### src/rtl/hpt_pkg.sv
package hpt_pkg;
  localparam int VSID_W = 24;
  localparam int PIDX_W = 16;
  localparam int API_W  = 6;
  localparam int PPN_W  = 20;
  localparam int ADDR_W = 32;
  localparam int ENT_W  = 64;

  typedef struct packed {
    logic              valid;
    logic [VSID_W-1:0] vsid;
    logic              hsel;
    logic [API_W-1:0]  api;
    logic [PPN_W-1:0]  ppn;
    logic [11:0]       spare;
  } pte_t;

  typedef enum logic [1:0] {
    ST_IDLE  = 2'd0,
    ST_ISSUE = 2'd1,
    ST_WAIT  = 2'd2,
    ST_DONE  = 2'd3
  } walk_st_e;
endpackage

### src/rtl/hpt_group_addr.sv
module hpt_group_addr #(
  parameter int VSID_W    = 24,
  parameter int PIDX_W    = 16,
  parameter int HASH_W    = 19,
  parameter int MASK_W    = 9,
  parameter int ADDR_W    = 32,
  parameter int GRP_SHIFT = 6
) (
  input  logic [VSID_W-1:0] vsid,
  input  logic [PIDX_W-1:0] pidx,
  input  logic              sec,
  input  logic [ADDR_W-1:0] cfg_table,
  output logic [ADDR_W-1:0] grp_addr
);
  localparam int LOW_W    = HASH_W - MASK_W;
  localparam int BASE_LSB = LOW_W + GRP_SHIFT;
  localparam int PAD_W    = ADDR_W - HASH_W - GRP_SHIFT;

  logic [HASH_W-1:0] h_pri;
  logic [HASH_W-1:0] h_sel;
  logic [HASH_W-1:0] h_msk;
  logic [ADDR_W-1:0] base;
  logic [ADDR_W-1:0] offs;

  assign h_pri = vsid[HASH_W-1:0] ^ {{(HASH_W-PIDX_W){1'b0}}, pidx};
  assign h_sel = sec ? ~h_pri : h_pri;

  // low hash bits always index the table; upper bits are gated by size mask
  assign h_msk[LOW_W-1:0] = h_sel[LOW_W-1:0];
  generate
    for (genvar b = 0; b < MASK_W; b++) begin : g_mask
      assign h_msk[LOW_W+b] = h_sel[LOW_W+b] & cfg_table[b];
    end
  endgenerate

  assign base     = {cfg_table[ADDR_W-1:BASE_LSB], {BASE_LSB{1'b0}}};
  assign offs     = {{PAD_W{1'b0}}, h_msk, {GRP_SHIFT{1'b0}}};
  assign grp_addr = base + offs;
endmodule

### src/rtl/hpt_pte_match.sv
module hpt_pte_match
  import hpt_pkg::*;
(
  input  logic [ENT_W-1:0]  raw,
  input  logic [VSID_W-1:0] vsid,
  input  logic [API_W-1:0]  api,
  input  logic              sec,
  output logic              hit,
  output logic [PPN_W-1:0]  ppn
);
  pte_t e;
  assign e   = pte_t'(raw);
  assign hit = e.valid && (e.vsid == vsid) && (e.api == api) && (e.hsel == sec);
  assign ppn = e.ppn;
endmodule

### src/rtl/hpt_walk_seq.sv
module hpt_walk_seq
  import hpt_pkg::*;
#(
  parameter int ENTRIES = 8,
  parameter int IDX_W   = $clog2(ENTRIES)
) (
  input  logic              clk,
  input  logic              rst_n,
  input  logic              req_valid,
  output logic              req_ready,
  input  logic [VSID_W-1:0] req_vsid,
  input  logic [PIDX_W-1:0] req_pidx,
  output logic [VSID_W-1:0] cur_vsid,
  output logic [PIDX_W-1:0] cur_pidx,
  output logic              sec,
  output logic [IDX_W-1:0]  idx,
  output logic              mem_req_valid,
  input  logic              mem_req_ready,
  input  logic              mem_rsp_valid,
  output logic              mem_rsp_ready,
  input  logic              ent_hit,
  input  logic [PPN_W-1:0]  ent_ppn,
  output logic              busy,
  output logic              done,
  output logic              done_hit,
  output logic              done_fault,
  output logic [PPN_W-1:0]  done_ppn
);
  localparam logic [IDX_W-1:0] LAST = IDX_W'(ENTRIES - 1);

  walk_st_e st;
  logic     hit_q;
  logic     fault_q;
  logic [PPN_W-1:0] ppn_q;

  always_ff @(posedge clk) begin
    if (!rst_n) begin
      st       <= ST_IDLE;
      idx      <= '0;
      sec      <= 1'b0;
      cur_vsid <= '0;
      cur_pidx <= '0;
      hit_q    <= 1'b0;
      fault_q  <= 1'b0;
      ppn_q    <= '0;
    end else begin
      case (st)
        ST_IDLE: if (req_valid) begin
          cur_vsid <= req_vsid;
          cur_pidx <= req_pidx;
          idx      <= '0;
          sec      <= 1'b0;
          hit_q    <= 1'b0;
          fault_q  <= 1'b0;
          ppn_q    <= '0;
          st       <= ST_ISSUE;
        end
        ST_ISSUE: if (mem_req_ready) st <= ST_WAIT;
        ST_WAIT: if (mem_rsp_valid) begin
          if (ent_hit) begin
            hit_q <= 1'b1;
            ppn_q <= ent_ppn;
            st    <= ST_DONE;
          end else if (idx == LAST) begin
            if (sec) begin
              fault_q <= 1'b1;
              st      <= ST_DONE;
            end else begin
              sec <= 1'b1;
              idx <= '0;
              st  <= ST_ISSUE;
            end
          end else begin
            idx <= idx + 1'b1;
            st  <= ST_ISSUE;
          end
        end
        default: st <= ST_IDLE;
      endcase
    end
  end

  assign req_ready     = (st == ST_IDLE);
  assign busy          = (st != ST_IDLE);
  assign mem_req_valid = (st == ST_ISSUE);
  assign mem_rsp_ready = (st == ST_WAIT);
  assign done          = (st == ST_DONE);
  assign done_hit      = done & hit_q;
  assign done_fault    = done & fault_q;
  assign done_ppn      = ppn_q;
endmodule

### src/rtl/hpt_walker.sv
module hpt_walker
  import hpt_pkg::*;
#(
  parameter int ENTRIES     = 8,
  parameter int ENTRY_BYTES = 8,
  parameter int HASH_W      = 19,
  parameter int MASK_W      = 9
) (
  input  logic              clk,
  input  logic              rst_n,
  input  logic [ADDR_W-1:0] cfg_table,
  input  logic              req_valid,
  output logic              req_ready,
  input  logic [VSID_W-1:0] req_vsid,
  input  logic [PIDX_W-1:0] req_pidx,
  output logic              busy,
  output logic              mem_req_valid,
  input  logic              mem_req_ready,
  output logic [ADDR_W-1:0] mem_req_addr,
  input  logic              mem_rsp_valid,
  output logic              mem_rsp_ready,
  input  logic [ENT_W-1:0]  mem_rsp_data,
  output logic              done,
  output logic              done_hit,
  output logic              done_fault,
  output logic [PPN_W-1:0]  done_ppn
);
  localparam int IDX_W     = $clog2(ENTRIES);
  localparam int ENT_SHIFT = $clog2(ENTRY_BYTES);
  localparam int GRP_SHIFT = IDX_W + ENT_SHIFT;

  logic [VSID_W-1:0] cur_vsid;
  logic [PIDX_W-1:0] cur_pidx;
  logic              sec;
  logic [IDX_W-1:0]  idx;
  logic [ADDR_W-1:0] grp_addr;
  logic              ent_hit;
  logic [PPN_W-1:0]  ent_ppn;

  hpt_walk_seq #(.ENTRIES(ENTRIES)) u_seq (
    .clk(clk), .rst_n(rst_n),
    .req_valid(req_valid), .req_ready(req_ready),
    .req_vsid(req_vsid), .req_pidx(req_pidx),
    .cur_vsid(cur_vsid), .cur_pidx(cur_pidx), .sec(sec), .idx(idx),
    .mem_req_valid(mem_req_valid), .mem_req_ready(mem_req_ready),
    .mem_rsp_valid(mem_rsp_valid), .mem_rsp_ready(mem_rsp_ready),
    .ent_hit(ent_hit), .ent_ppn(ent_ppn),
    .busy(busy), .done(done), .done_hit(done_hit),
    .done_fault(done_fault), .done_ppn(done_ppn)
  );

  hpt_group_addr #(
    .VSID_W(VSID_W), .PIDX_W(PIDX_W), .HASH_W(HASH_W),
    .MASK_W(MASK_W), .ADDR_W(ADDR_W), .GRP_SHIFT(GRP_SHIFT)
  ) u_addr (
    .vsid(cur_vsid), .pidx(cur_pidx), .sec(sec),
    .cfg_table(cfg_table), .grp_addr(grp_addr)
  );

  hpt_pte_match u_match (
    .raw(mem_rsp_data), .vsid(cur_vsid),
    .api(cur_pidx[PIDX_W-1 -: API_W]), .sec(sec),
    .hit(ent_hit), .ppn(ent_ppn)
  );

  assign mem_req_addr = grp_addr +
    {{(ADDR_W-IDX_W-ENT_SHIFT){1'b0}}, idx, {ENT_SHIFT{1'b0}}};
endmodule

### config.mk
export PLATFORM = sky130hd
export DESIGN_NAME = hpt_walker
export DESIGN_NICKNAME = d
export VERILOG_FILES = /design/src/rtl/hpt_pkg.sv /design/src/rtl/hpt_group_addr.sv /design/src/rtl/hpt_pte_match.sv /design/src/rtl/hpt_walk_seq.sv /design/src/rtl/hpt_walker.sv
export SDC_FILE = /design/constraint.sdc
export NUM_CORES = 1
export LEC_CHECK = 0
export BUFFER_PORTS_ARGS = -buffer_cell sky130_fd_sc_hd__buf_2
export CAP_MARGIN = 20
export CORE_UTILIZATION = 47
export CTS_BUF_LIST = sky130_fd_sc_hd__clkbuf_16
export DETAILED_ROUTE_END_ITERATION = 8
export PLACE_DENSITY_LB_ADDON = 0.25
export SLEW_MARGIN = 15
export SYNTH_ARGS = -nofsm -noshare
export SYNTH_HDL_FRONTEND = slang
export SYNTH_SLANG_ARGS = --single-unit
### constraint.sdc
create_clock -name clk -period 3.5 [get_ports clk]
set_clock_uncertainty 0.2 [all_clocks]
set_input_delay 0.7 -clock clk [delete_from_list [all_inputs] [get_ports clk]]
set_output_delay 0.7 -clock clk [all_outputs]
set_load 0.005 [all_outputs]
==> results of run 1 <==
[layout make-up]
cell class	count	area, µm²	share of cell area, %
Clock buffer	9	225	4.03
Clock inverter	7	68.8	1.23
Inverter	7	26.3	0.470
Multi-Input combinational cell	395	2720	48.7
Sequential cell	68	1380	24.8
Tap cell	105	131	2.35
Timing Repair Buffer	196	1030	18.5
[cells in the final DEF (no fill, tap or decap), types with 3 or more instances in the layout]
cell type / n
buf_2: 177
nand2_1: 123
xnor2_1: 64
dfxtp_1: 59
a21boi_0: 40
nand4_1: 28
and3_1: 27
a31oi_1: 21
buf_4: 18
and2_1: 9
clkbuf_16: 9
xor2_1: 8
inv_1: 8
xnor2_2: 6
ha_1: 6
ha_4: 5
dfxtp_2: 5
nor2b_1: 4
nand3_1: 4
dfxtp_4: 4
and2_4: 3
a21oi_2: 3
nor2_2: 3
o2111ai_1: 3
a32oi_1: 3
o21ai_0: 3
conb_1: 3
[worst min path at each step]
stage	from	endpoint	slack (ns)	cells past startpoint
after global placement	u_seq.done_ppn[3]$_SDFFE_PN0P_	u_seq.done_ppn[3]$_SDFFE_PN0P_	0.25	2
after detailed placement	u_seq.done_ppn[5]$_SDFFE_PN0P_	u_seq.done_ppn[5]$_SDFFE_PN0P_	0.26	2
after floorplan	u_seq.cur_vsid[19]$_SDFFE_PN0P_	u_seq.cur_vsid[19]$_SDFFE_PN0P_	0.26	2
final	u_seq.done_ppn[18]$_SDFFE_PN0P_	u_seq.done_ppn[18]$_SDFFE_PN0P_	0.27	2
after global routing	u_seq.done_ppn[9]$_SDFFE_PN0P_	u_seq.done_ppn[9]$_SDFFE_PN0P_	0.28	2
after CTS	u_seq.done_ppn[5]$_SDFFE_PN0P_	u_seq.done_ppn[5]$_SDFFE_PN0P_	0.27	2
[per-layer routing]
| layer | vias to the layer above | share of wire [%] | wire, µm |
|---|---|---|---|
| li1 | 2060 | - | - |
| met1 | 1887 | 42 | 4770 |
| met2 | 155 | 50 | 5700 |
| met3 | 21 | 6.7 | 766 |
| met4 | 2 | 1.9 | 216 |
| met5 | - | 0.11 | 13 |
[metrics by stage]
stage | hold slack, ns | util (%)
2_1_floorplan | 0.256 | -
3_3_place_gp | 0.246 | 60.1
3_5_place_dp | 0.257 | 60.1
4_1_cts | 0.269 | 64.6
5_1_grt | 0.281 | 67.3
6_report | 0.265 | 67.3
[power by group]
| group | switching, mW | leakage [nW] | internal [mW] |
|---|---|---|---|
| clock | 0.341 | 0.147 | 0.548 |
| sequential | 0.0452 | 0.559 | 0.808 |
| combinational | 0.225 | 1.94 | 0.248 |
[sequential cells by signal (all words and copies together) (netlist names)]
register	count
u_seq.cur_pidx	16
u_seq.cur_vsid	24
u_seq.done_ppn	20
u_seq.fault_q	1
u_seq.hit_q	1
u_seq.idx	3
u_seq.sec	1
u_seq.st	2
[worst max-delay path, cell delays in order, from the launching register on]
cell and delay (ns):
dfxtp_4 0.36, xnor2_4 0.14, xnor2_2 0.15, and2_4 0.15, ha_4 0.16, fa_2 0.34
a21o_1 0.19, a21oi_2 0.11, buf_4 0.13, buf_4 0.11, o21ai_2 0.06, a21oi_2 0.16
xnor2_1 0.12, buf_2 0.12
[repair_timing]
action | in CTS | in global routing
hold endpoints to repair | 0 | 0
pin swaps | 13 | 22
setup endpoints to repair | 9 | 10
gates resized for setup | 16 | 35
buffers inserted | 2 | 7
[kinds of logic (layout without fill, tap and decap cells)]
kind of cell               Yosys count  after routing  synth area share [%]
buffers and inverters               44            219                  5.35
other                                1              3                0.0921
xor gates and xnor gates            80             80                  17.2
adders and majority gates           12             12                  3.87
AOI/OAI and AO/OA                   89             89                  15.5
and+or+nand+nor                    211            211                  24.5
DFF                                 68             68                  33.4
==> qor.csv, run 1 <==
stage,metric,value,unit
global_routing,initial antenna violation count,1,
timing,final worst slack,-0.0277,ns
power,Tot Pwr,2.21,mW
die,die footprint,9040,µm²
global_routing,Tot GR Track Use,25.0,%
job,max_cap viols,0,
timing,setup TNS,-0.0682,ns
die,Die Span X,95.1,µm
worst_setup_path,critical path required time,2.60,ns
timing,RSZ-0062 raised after global routing,true,
worst_setup_path,Startpoint Class,flop,
worst_setup_path,Reg2Reg Depth,5,
timing,setup violators final,4,
worst_setup_path,Worst R2R Start,u_seq.st[0]$_SDFFE_PN0P_,
die,# rows,33,
synth,yosys warns,0,
clock_network,CTS buffer count,9,
global_routing,first-pass GRT wire length,17400,µm
power,Static Leak,2.65,nW
final_layout,Finished Layout Cells,787,
global_routing,met1 Track Usage GR,30.1,%
synth,synthesized cell area,4070,µm²
die,die extent in y,95.1,µm
die,core area,8300,µm²
synth,most common cell in the netlist,nand2_1,
timing,Max Fclk,0.283,GHz
placed_design,placed cell area,4990,µm²
synth,leading cell types by count after synthesis,"nand2_1 (123), xnor2_1 (72), dfxtp_1 (68)",
placed_design,post-DP HPWL,8030,µm
global_routing,grt peak-use layer,met2,
timing,final period utilization,101,%
worst_setup_path,Worst Setup EP,mem_req_addr[24],
route,Vias,4125,
worst_hold_path,Hold Path Class,flop to flop,
global_routing,met3 Use GR,6.06,%
timing,Worst-Margin Slew,0.935,ns
synth,"area leader, netlist",dfxtp_1,
timing,"Hold Violations, Final",0,
placed_design,placed cell count,762,
power,Max VDD drop,0.411,mV
clock_network,Max clock buf depth,2,
clock_network,root buffer cell,clkbuf_16,
route,# DRC,0,
die,I/O pin count,200,
worst_setup_path,critical path class,flop to output pin,
clock_network,CTS Hold Buffers Added,0,
synth,Avg Inst Size Synth,8.06,µm²
route,vias per inst,5.24,
route,initial DRC count,217,
clock_network,Worst-Skew Late Latency,0.33,ns
final_layout,Antenna diodes,0,
worst_setup_path,CP startpoint,u_seq.cur_pidx[10]$_SDFFE_PN0P_,
global_routing,met2 GRT Util,42.7,%
synth,Synth top area share,33.4,%
route,routed len/inst,14.6,µm
placed_design,GP Congestion,0.827,
clock_network,clock slew at reported path FFs,0.06,ns
final_layout,P&R area growth vs syn,37.2,%
route,final WL,11500,µm
synth,main flop type after synthesis,dfxtp_1,
synth,Syn Inst Count,505,
synth,Yosys cell types,38,
synth,top post-synthesis cells by area,"dfxtp_1 (33%), xnor2_1 (15%), nand2_1 (11%), a21boi_0 (7.6%), nand4_1 (4.3%)",
final_layout,Fillers,714,
global_routing,largest net degree at the start of global routing,93,
synth,Async SR Flop Fraction,0,%
synth,Post-synth EDFFs,0,
worst_setup_path,critical path peak fanout,3,
route,Post-DRT Antenna Nets,0,
global_routing,number of global-route vias before repair,3770,
worst_setup_path,Worst Path Arrival,2.63,ns
final_layout,Final Instance Area,5590,µm²
placed_design,dpl ws,-0.0109,ns
die,initial cell density of the core,49.0,%
timing,Max Slew Vio Count,0,
synth,#FFs+latches synth,68,
clock_network,TritonCTS clock tree,yes,
final_layout,Nets,830,
worst_setup_path,reg2reg end,u_seq.idx[1]$_SDFFE_PN0P_,
placed_design,PortBufs,177,
worst_setup_path,R2R Setup Slk,0.89,ns
worst_setup_path,Setup crit end kind,output pin,
timing,min cycle time layout,3.53,ns
final_layout,layout cells sized above 1,36.8,%
route,DR pass1 iterations,4,
power,P per Cell Area,397,nW/µm²
global_routing,grt total ovfl,0,
clock_network,clock sink count,68,
clock_network,CTS H-tree lvls,3,
timing,Rel. slew slack,37.5,%
run_status,status,"finished, violations left",
run_status,failing checks,negative setup slack,
synth,"Seq/Total Area, Yosys",33.4,%
(Power assumes the default switching activity.)
==> run 2, diff against run 1 <==
- CORE_UTILIZATION: 47 -> 50
- SETUP_SLACK_MARGIN: not set -> 0.05
- clock period: 3.5 -> 4.42 ns (I/O delays scaled with it)
==> run 2 against run 1 <==
Effect of this change:
- the run now ends clean
- worst hold slack got worse by 0.0013 ns
- count of clock-buffer cells in the layout did not move
- sequential cell count did not move
- utilization rose by 0.088 points
- power fell by 21%
- critical path type unchanged
- largest cell class unchanged
- largest power group unchanged
==> qor.csv, run 2 (same netlist as run 1, synthesis figures left out) <==
stage,metric,value,unit,change
job,max_cap viols,0,,unchanged
worst_setup_path,CP peak stage delay,0.61,ns,+0.25 ns
placed_design,post-DP HPWL,7990,µm,-0.54%
die,I/O pin count,200,,unchanged
route,Post-DRT Antenna Nets,0,,unchanged
die,core area,7810,µm²,-5.9%
timing,RSZ-0062 raised after global routing,false,,
clock_network,Max clock buf depth,2,,unchanged
clock_network,clock sink count,68,,unchanged
worst_setup_path,crit path buf inv count,2,,-1
power,Static Leak,2.53,nW,-4.5%
global_routing,first-pass GRT wire length,17600,µm,+1.6%
power,Max VDD drop,0.208,mV,-49%
route,Vias,4098,,-0.65%
worst_hold_path,Hold Path Class,flop to flop,,
route,Top Layer Used,met4,,
run_status,status,"complete, no violations",,
timing,final period utilization,93.9,%,
route,metal3 WL,909,µm,+19%
final_layout,most frequent cells in the layout,"buf_2 (177), nand2_1 (123), xnor2_1 (72)",,
timing,Worst-Margin Slew,0.982,ns,+0.0472 ns
timing,final worst slack,0.269,ns,+0.297 ns
final_layout,"most common cell after layout, fill and taps aside",buf_2,,
global_routing,largest net degree at the start of global routing,93,,unchanged
final_layout,layout cells sized above 1,29.9,%,-6.9 points
timing,Max Slew Vio Count,0,,unchanged
worst_setup_path,Worst Path Arrival,3.07,ns,+0.44 ns
power,Int Power,1.30,mW,-19%
clock_network,Resize count post-CTS,0,,-16
clock_network,root buffer cell,clkbuf_16,,
clock_network,CTS buffer count,9,,unchanged
placed_design,GP Congestion,0.774,,-6.4%
final_layout,Reg area,1360,µm²,-1.5%
worst_setup_path,cells along the critical path,"buf_4, xnor2_1, and2_1, ha_1, o21ai_0, a21boi_0, a31oi_1, nor2_1, xor2_1, buf_2",,
final_layout,Antenna diodes,0,,unchanged
placed_design,dpl ws,0.474,ns,+0.485 ns
route,metal2 WL,5380,µm,-5.6%
final_layout,largest reg by FF count,u_seq.cur_vsid,,
worst_setup_path,Setup crit end kind,output pin,,
power,Tot Pwr,1.76,mW,-21%
route,DR pass1 iterations,4,,unchanged
worst_setup_path,critical path required time,3.34,ns,+0.74 ns
power,P_sw,462,µW,-24%
power,Clk pwr share,43.2,%,+3.1 points
route,Metal-1 WL,4640,µm,-2.7%
global_routing,Tot GR Track Use,26.0,%,+0.91 points
timing,setup TNS,0,ns,+0.0682 ns
final_layout,area taken by multi-input logic gates,2510,µm²,-7.8%
die,initial cell density of the core,52.1,%,+3.1 points
clock_network,Worst-Skew Late Latency,0.32,ns,about the same
global_routing,initial antenna violation count,0,,-1
power,Logic pwr share,18.6,%,-2.7 points
final_layout,Finished Layout Cells,770,,-2.2%
worst_setup_path,critical path peak fanout,10,,+7
power,P per Cell Area,334,nW/µm²,-16%
placed_design,PortBufs,177,,unchanged
final_layout,max FFs per register,24,,unchanged
final_layout,Nets,816,,-1.7%
placed_design,placed cell count,754,,-1.0%
clock_network,post-CTS setup buffers,0,,-2
worst_setup_path,"Slowest-stage cell, CP",dfxtp_1,,
power,Sequential Power Share,38.3,%,-0.2 points
global_routing,number of global-route vias before repair,3856,,+2.3%
clock_network,TritonCTS clock tree,yes,,
final_layout,Fillers,706,,-1.1%
power,Sw Ratio,26.3,%,-1.3 points
timing,Rel. slew slack,34.5,%,-3.0 points
worst_setup_path,critical path class,flop to output pin,,
route,vias per inst,5.32,,+1.5%
die,# rows,32,,-3.0%
timing,min cycle time layout,4.15,ns,
global_routing,grt total ovfl,0,,unchanged
timing,Max Fclk,0.241,GHz,
route,# DRC,0,,unchanged
clock_network,clock slew at reported path FFs,0.06,ns,about the same
route,initial DRC count,190,,-12%
clock_network,CTS H-tree lvls,3,,unchanged
timing,setup violators final,0,,-4
die,Die Span X,92.2,µm,-3.0%
worst_setup_path,Top Family by Delay on Critical Path,compound AO/OA/AOI/OAI gates,,
route,final WL,11100,µm,-3.1%
clock_network,CTS Hold Buffers Added,0,,unchanged
die,die footprint,8510,µm²,-5.9%
final_layout,P&R area growth vs syn,29.3,%,
worst_setup_path,Startpoint Class,flop,,
die,die extent in y,92.2,µm,-3.0%
timing,"Hold Violations, Final",0,,unchanged
route,routed len/inst,14.4,µm,-0.97%
run 2: cell count changes in the layout (fill, tap and decap cells not counted), sizes merged:
| cell | previous run | this run |
|---|---|---|
| buf | 196 | 182 |
| bufinv | 1 | 2 |
| inv | 8 | 7 |
run 2: final timing paths:
check	from	endpoint	slack, ns	cells past startpoint
max	u_seq.sec$_SDFFE_PN0P_	mem_req_addr[31]	0.27	10
min	u_seq.done_ppn[2]$_SDFFE_PN0P_	u_seq.done_ppn[2]$_SDFFE_PN0P_	0.26	2
max reg2reg	u_seq.sec$_SDFFE_PN0P_	u_seq.fault_q$_SDFFE_PN0P_	1.39	8
min reg2reg	u_seq.done_ppn[2]$_SDFFE_PN0P_	u_seq.done_ppn[2]$_SDFFE_PN0P_	0.26	2
run 2: area by class of cell:
type	count	area share, %
flip-flops and latches	68	25.9
multi-input cells	395	47.6
well taps	102	2.43
clock buffers	9	4.28
inverters	7	0.499
repair buffers	182	17.6
clock inverters	7	1.74
run 2: per-layer routing:
layer,track usage [%],up-vias
met5,0,-
met3,5.72,17
met4,8.98,0
li1,-,2031
met2,44.1,168
met1,32.2,1882
run 2: stage by stage:
stage | hold WS [ns] | util [%] | instance area, µm²
floorplan | 0.256 | - | 4080
global placement | 0.246 | 63.3 | 4940
detailed placement | 0.255 | 63.3 | 4940
CTS | 0.264 | 67.4 | 5260
global route | 0.280 | 67.4 | 5260
finish | 0.264 | 67.4 | 5260
run 2: power groups by stage:
stage,clock [mW],sequential [mW],combinational (mW)
global route,0.798,0.677,0.362
global placement,0,0.684,0.318
CTS,0.766,0.673,0.328
detailed placement,0,0.686,0.326
finish,0.759,0.673,0.326
floorplan,0,0.674,0.203
run 2: worst register-to-register path, cell delays in order, from the launching register on:
cell     delay [ns]
dfxtp_1        0.61
buf_4          0.30
xnor2_1        0.15
nand4_1        0.15
nor4_2         0.38
and2_1         0.54
buf_4          0.30
nor3_1         0.08
o211a_1        0.20
==> run 3, diff against run 2 <==
- CTS_BUF_LIST: sky130_fd_sc_hd__clkbuf_16 -> sky130_fd_sc_hd__clkbuf_4
==> run 3 against run 2 <==
Effect of this change:
- worst setup slack gained 0.066 ns
- first-iteration DRC count grew 21%
- wire length shrank 1.3%
- worst hold slack gained 0.014 ns
- die area is the same
- non-clock buffer count is the same
- sequential power is essentially flat
- global-route usage is essentially flat
- design area shrank 2.9%
- critical endpoint unchanged
==> qor.csv, run 3 (same netlist as run 1, synthesis figures left out) <==
stage,metric,value,unit,change
clock_network,Worst-Skew Late Latency,0.40,ns,+0.08 ns
timing,final period utilization,92.4,%,-1.5 points
final_layout,Antenna diodes,0,,unchanged
global_routing,grt peak-use layer,met2,,
placed_design,GP Congestion,0.774,,unchanged
die,die footprint,8510,µm²,unchanged
placed_design,post-DP HPWL,7990,µm,unchanged
global_routing,met3 Use GR,4.56,%,-1.2 points
route,routed len/inst,14.2,µm,-1.3%
timing,min cycle time layout,4.08,ns,-0.0658 ns
route,final WL,11000,µm,-1.3%
final_layout,Fillers,729,,+3.3%
worst_setup_path,Reg2Reg Depth,7,,-1
final_layout,"most common cell after layout, fill and taps aside",buf_2,,
die,# rows,32,,unchanged
timing,Max Fclk,0.245,GHz,+1.6%
clock_network,post-CTS setup buffers,0,,unchanged
timing,final worst slack,0.335,ns,+0.0658 ns
global_routing,grt total ovfl,0,,unchanged
clock_network,CTS buffer count,9,,unchanged
worst_setup_path,Startpoint Class,flop,,
route,vias per inst,5.26,,-1.1%
clock_network,root buffer cell,clkbuf_4,,
run_status,status,"complete, no violations",,
timing,setup TNS,0,ns,unchanged
worst_hold_path,hold path depth,2,,unchanged
worst_setup_path,Setup crit end kind,output pin,,
power,Static Leak,2.46,nW,-2.7%
global_routing,number of global-route vias before repair,3826,,-0.78%
timing,Rel. slew slack,32.3,%,-2.2 points
clock_network,clock slew at reported path FFs,0.13,ns,+0.07 ns
timing,Worst-Margin Slew,1.02,ns,+0.0334 ns
timing,"Hold Violations, Final",0,,unchanged
route,initial DRC count,229,,+21%
timing,hold slack,0.278,ns,+0.0137 ns
final_layout,largest reg by FF count,u_seq.cur_vsid,,
die,initial cell density of the core,52.1,%,unchanged
global_routing,first-pass GRT wire length,17600,µm,-0.20%
power,Tot Pwr,1.46,mW,-17%
job,max_cap viols,0,,unchanged
route,DR pass1 iterations,4,,unchanged
die,Die Span X,92.2,µm,unchanged
worst_hold_path,Hold Path Class,flop to flop,,
placed_design,dpl ws,0.474,ns,unchanged
power,P per Cell Area,286,nW/µm²,-15%
power,Max VDD drop,0.169,mV,-19%
placed_design,PortBufs,177,,unchanged
final_layout,most frequent cells in the layout,"buf_2 (177), nand2_1 (123), xnor2_1 (72)",,
final_layout,Final Instance Area,5110,µm²,-2.9%
route,Post-DRT Antenna Nets,0,,unchanged
final_layout,Nets,816,,unchanged
worst_setup_path,critical path required time,3.34,ns,about the same
worst_setup_path,CP peak stage delay,0.49,ns,-0.12 ns
final_layout,layout cells sized above 1,30.2,%,+0.30 points
worst_hold_path,Hold Path End,u_seq.done_ppn[16]$_SDFFE_PN0P_,,
final_layout,area taken by multi-input logic gates,2510,µm²,+0.15%
worst_setup_path,R2R Setup Slk,1.55,ns,+0.16 ns
worst_setup_path,critical path class,flop to output pin,,
worst_setup_path,reg2reg end,u_seq.done_ppn[13]$_SDFFE_PN0P_,,
final_layout,max FFs per register,24,,unchanged
clock_network,Max clock buf depth,2,,unchanged
worst_setup_path,cells along the critical path,"buf_4, xnor2_1, and2_1, ha_1, o21ai_0, a21boi_0, a31oi_1, nor2_1, xor2_1, buf_2",,
clock_network,CTS Hold Buffers Added,0,,unchanged
clock_network,CTS H-tree lvls,3,,unchanged
global_routing,met2 GRT Util,43.8,%,-0.25 points
worst_hold_path,HP Start,u_seq.done_ppn[16]$_SDFFE_PN0P_,,
die,core area,7810,µm²,unchanged
timing,Max Slew Vio Count,0,,unchanged
final_layout,Final Core Density,65.4,%,-2.0 points
clock_network,TritonCTS clock tree,yes,,
global_routing,met1 Track Usage GR,32.7,%,+0.49 points
worst_setup_path,Worst Path Arrival,3.00,ns,-0.07 ns
final_layout,Finished Layout Cells,770,,unchanged
final_layout,Reg area,1360,µm²,about the same
clock_network,clock sink count,68,,unchanged
worst_setup_path,"Slowest-stage cell, CP",dfxtp_2,,
global_routing,initial antenna violation count,0,,unchanged
placed_design,placed cell area,4940,µm²,unchanged
global_routing,largest net degree at the start of global routing,93,,unchanged
timing,setup violators final,0,,unchanged
route,Vias,4054,,-1.1%
die,die extent in y,92.2,µm,unchanged
worst_setup_path,Worst R2R Start,u_seq.sec$_SDFFE_PN0P_,,
route,# DRC,0,,unchanged
final_layout,P&R area growth vs syn,25.5,%,
placed_design,placed cell count,754,,unchanged
worst_setup_path,critical path peak fanout,10,,unchanged
global_routing,Tot GR Track Use,26.0,%,about the same
timing,RSZ-0062 raised after global routing,false,,
die,I/O pin count,200,,unchanged
-- run 3: repair_timing --
action | 4_1_cts | 5_1_grt
hold endpoints to repair | 0 | 0
resized for setup | 0 | 2
endpoints found under the setup margin | 0 | 8
-- run 3: where the power goes --
| group | internal [mW] | switching (mW) | leakage, nW | total, mW |
|---|---|---|---|---|
| Clock | 0.227 | 0.233 | 0.0857 | 0.460 |
| Sequential | 0.639 | 0.0327 | 0.555 | 0.672 |
| Combinational | 0.165 | 0.161 | 1.82 | 0.327 |
-- run 3: layer usage --
metal | share of wire, % | vias up | routed length [µm]
met5 | 0 | - | 0
met4 | 2.0 | 0 | 215
met3 | 7.7 | 17 | 842
met2 | 48 | 149 | 5260
met1 | 42 | 1854 | 4640
li1 | - | 2034 | -
-- run 3: cell type report --
| type | count | share of cell area [%] |
|---|---|---|
| clock buffers | 9 | 1.32 |
| clock inverters | 7 | 1.79 |
| inverters | 7 | 0.514 |
| multi-input cells | 395 | 49.1 |
| flip-flops and latches | 68 | 26.7 |
| well taps | 102 | 2.50 |
| repair buffers | 182 | 18.1 |
-- run 3: worst max path at each step --
stage | depth (start not counted) | slack (ns) | endpoint | start
final | 10 | 0.34 | mem_req_addr[31] | u_seq.sec$_SDFFE_PN0P_
after global routing | 11 | 0.13 | mem_req_addr[26] | u_seq.sec$_SDFFE_PN0P_
after CTS | 11 | 0.12 | mem_req_addr[28] | u_seq.sec$_SDFFE_PN0P_
after detailed placement | 11 | 0.47 | mem_req_addr[28] | cfg_table[0]
after global placement | 11 | 0.55 | mem_req_addr[26] | cfg_table[0]
after floorplan | 11 | 0.85 | mem_req_addr[24] | u_seq.sec$_SDFFE_PN0P_
-- run 3: worst max-delay path, delay by kind of cell, from the launching register on --
kind,cells,cell delay [ns]
AOI/OAI and AO/OA,3,0.83
xor gates and xnor gates,2,0.26
adders and majority gates,1,0.32
buffers and inverters,2,0.37
DFF,1,0.49
and+or+nand+nor,2,0.31
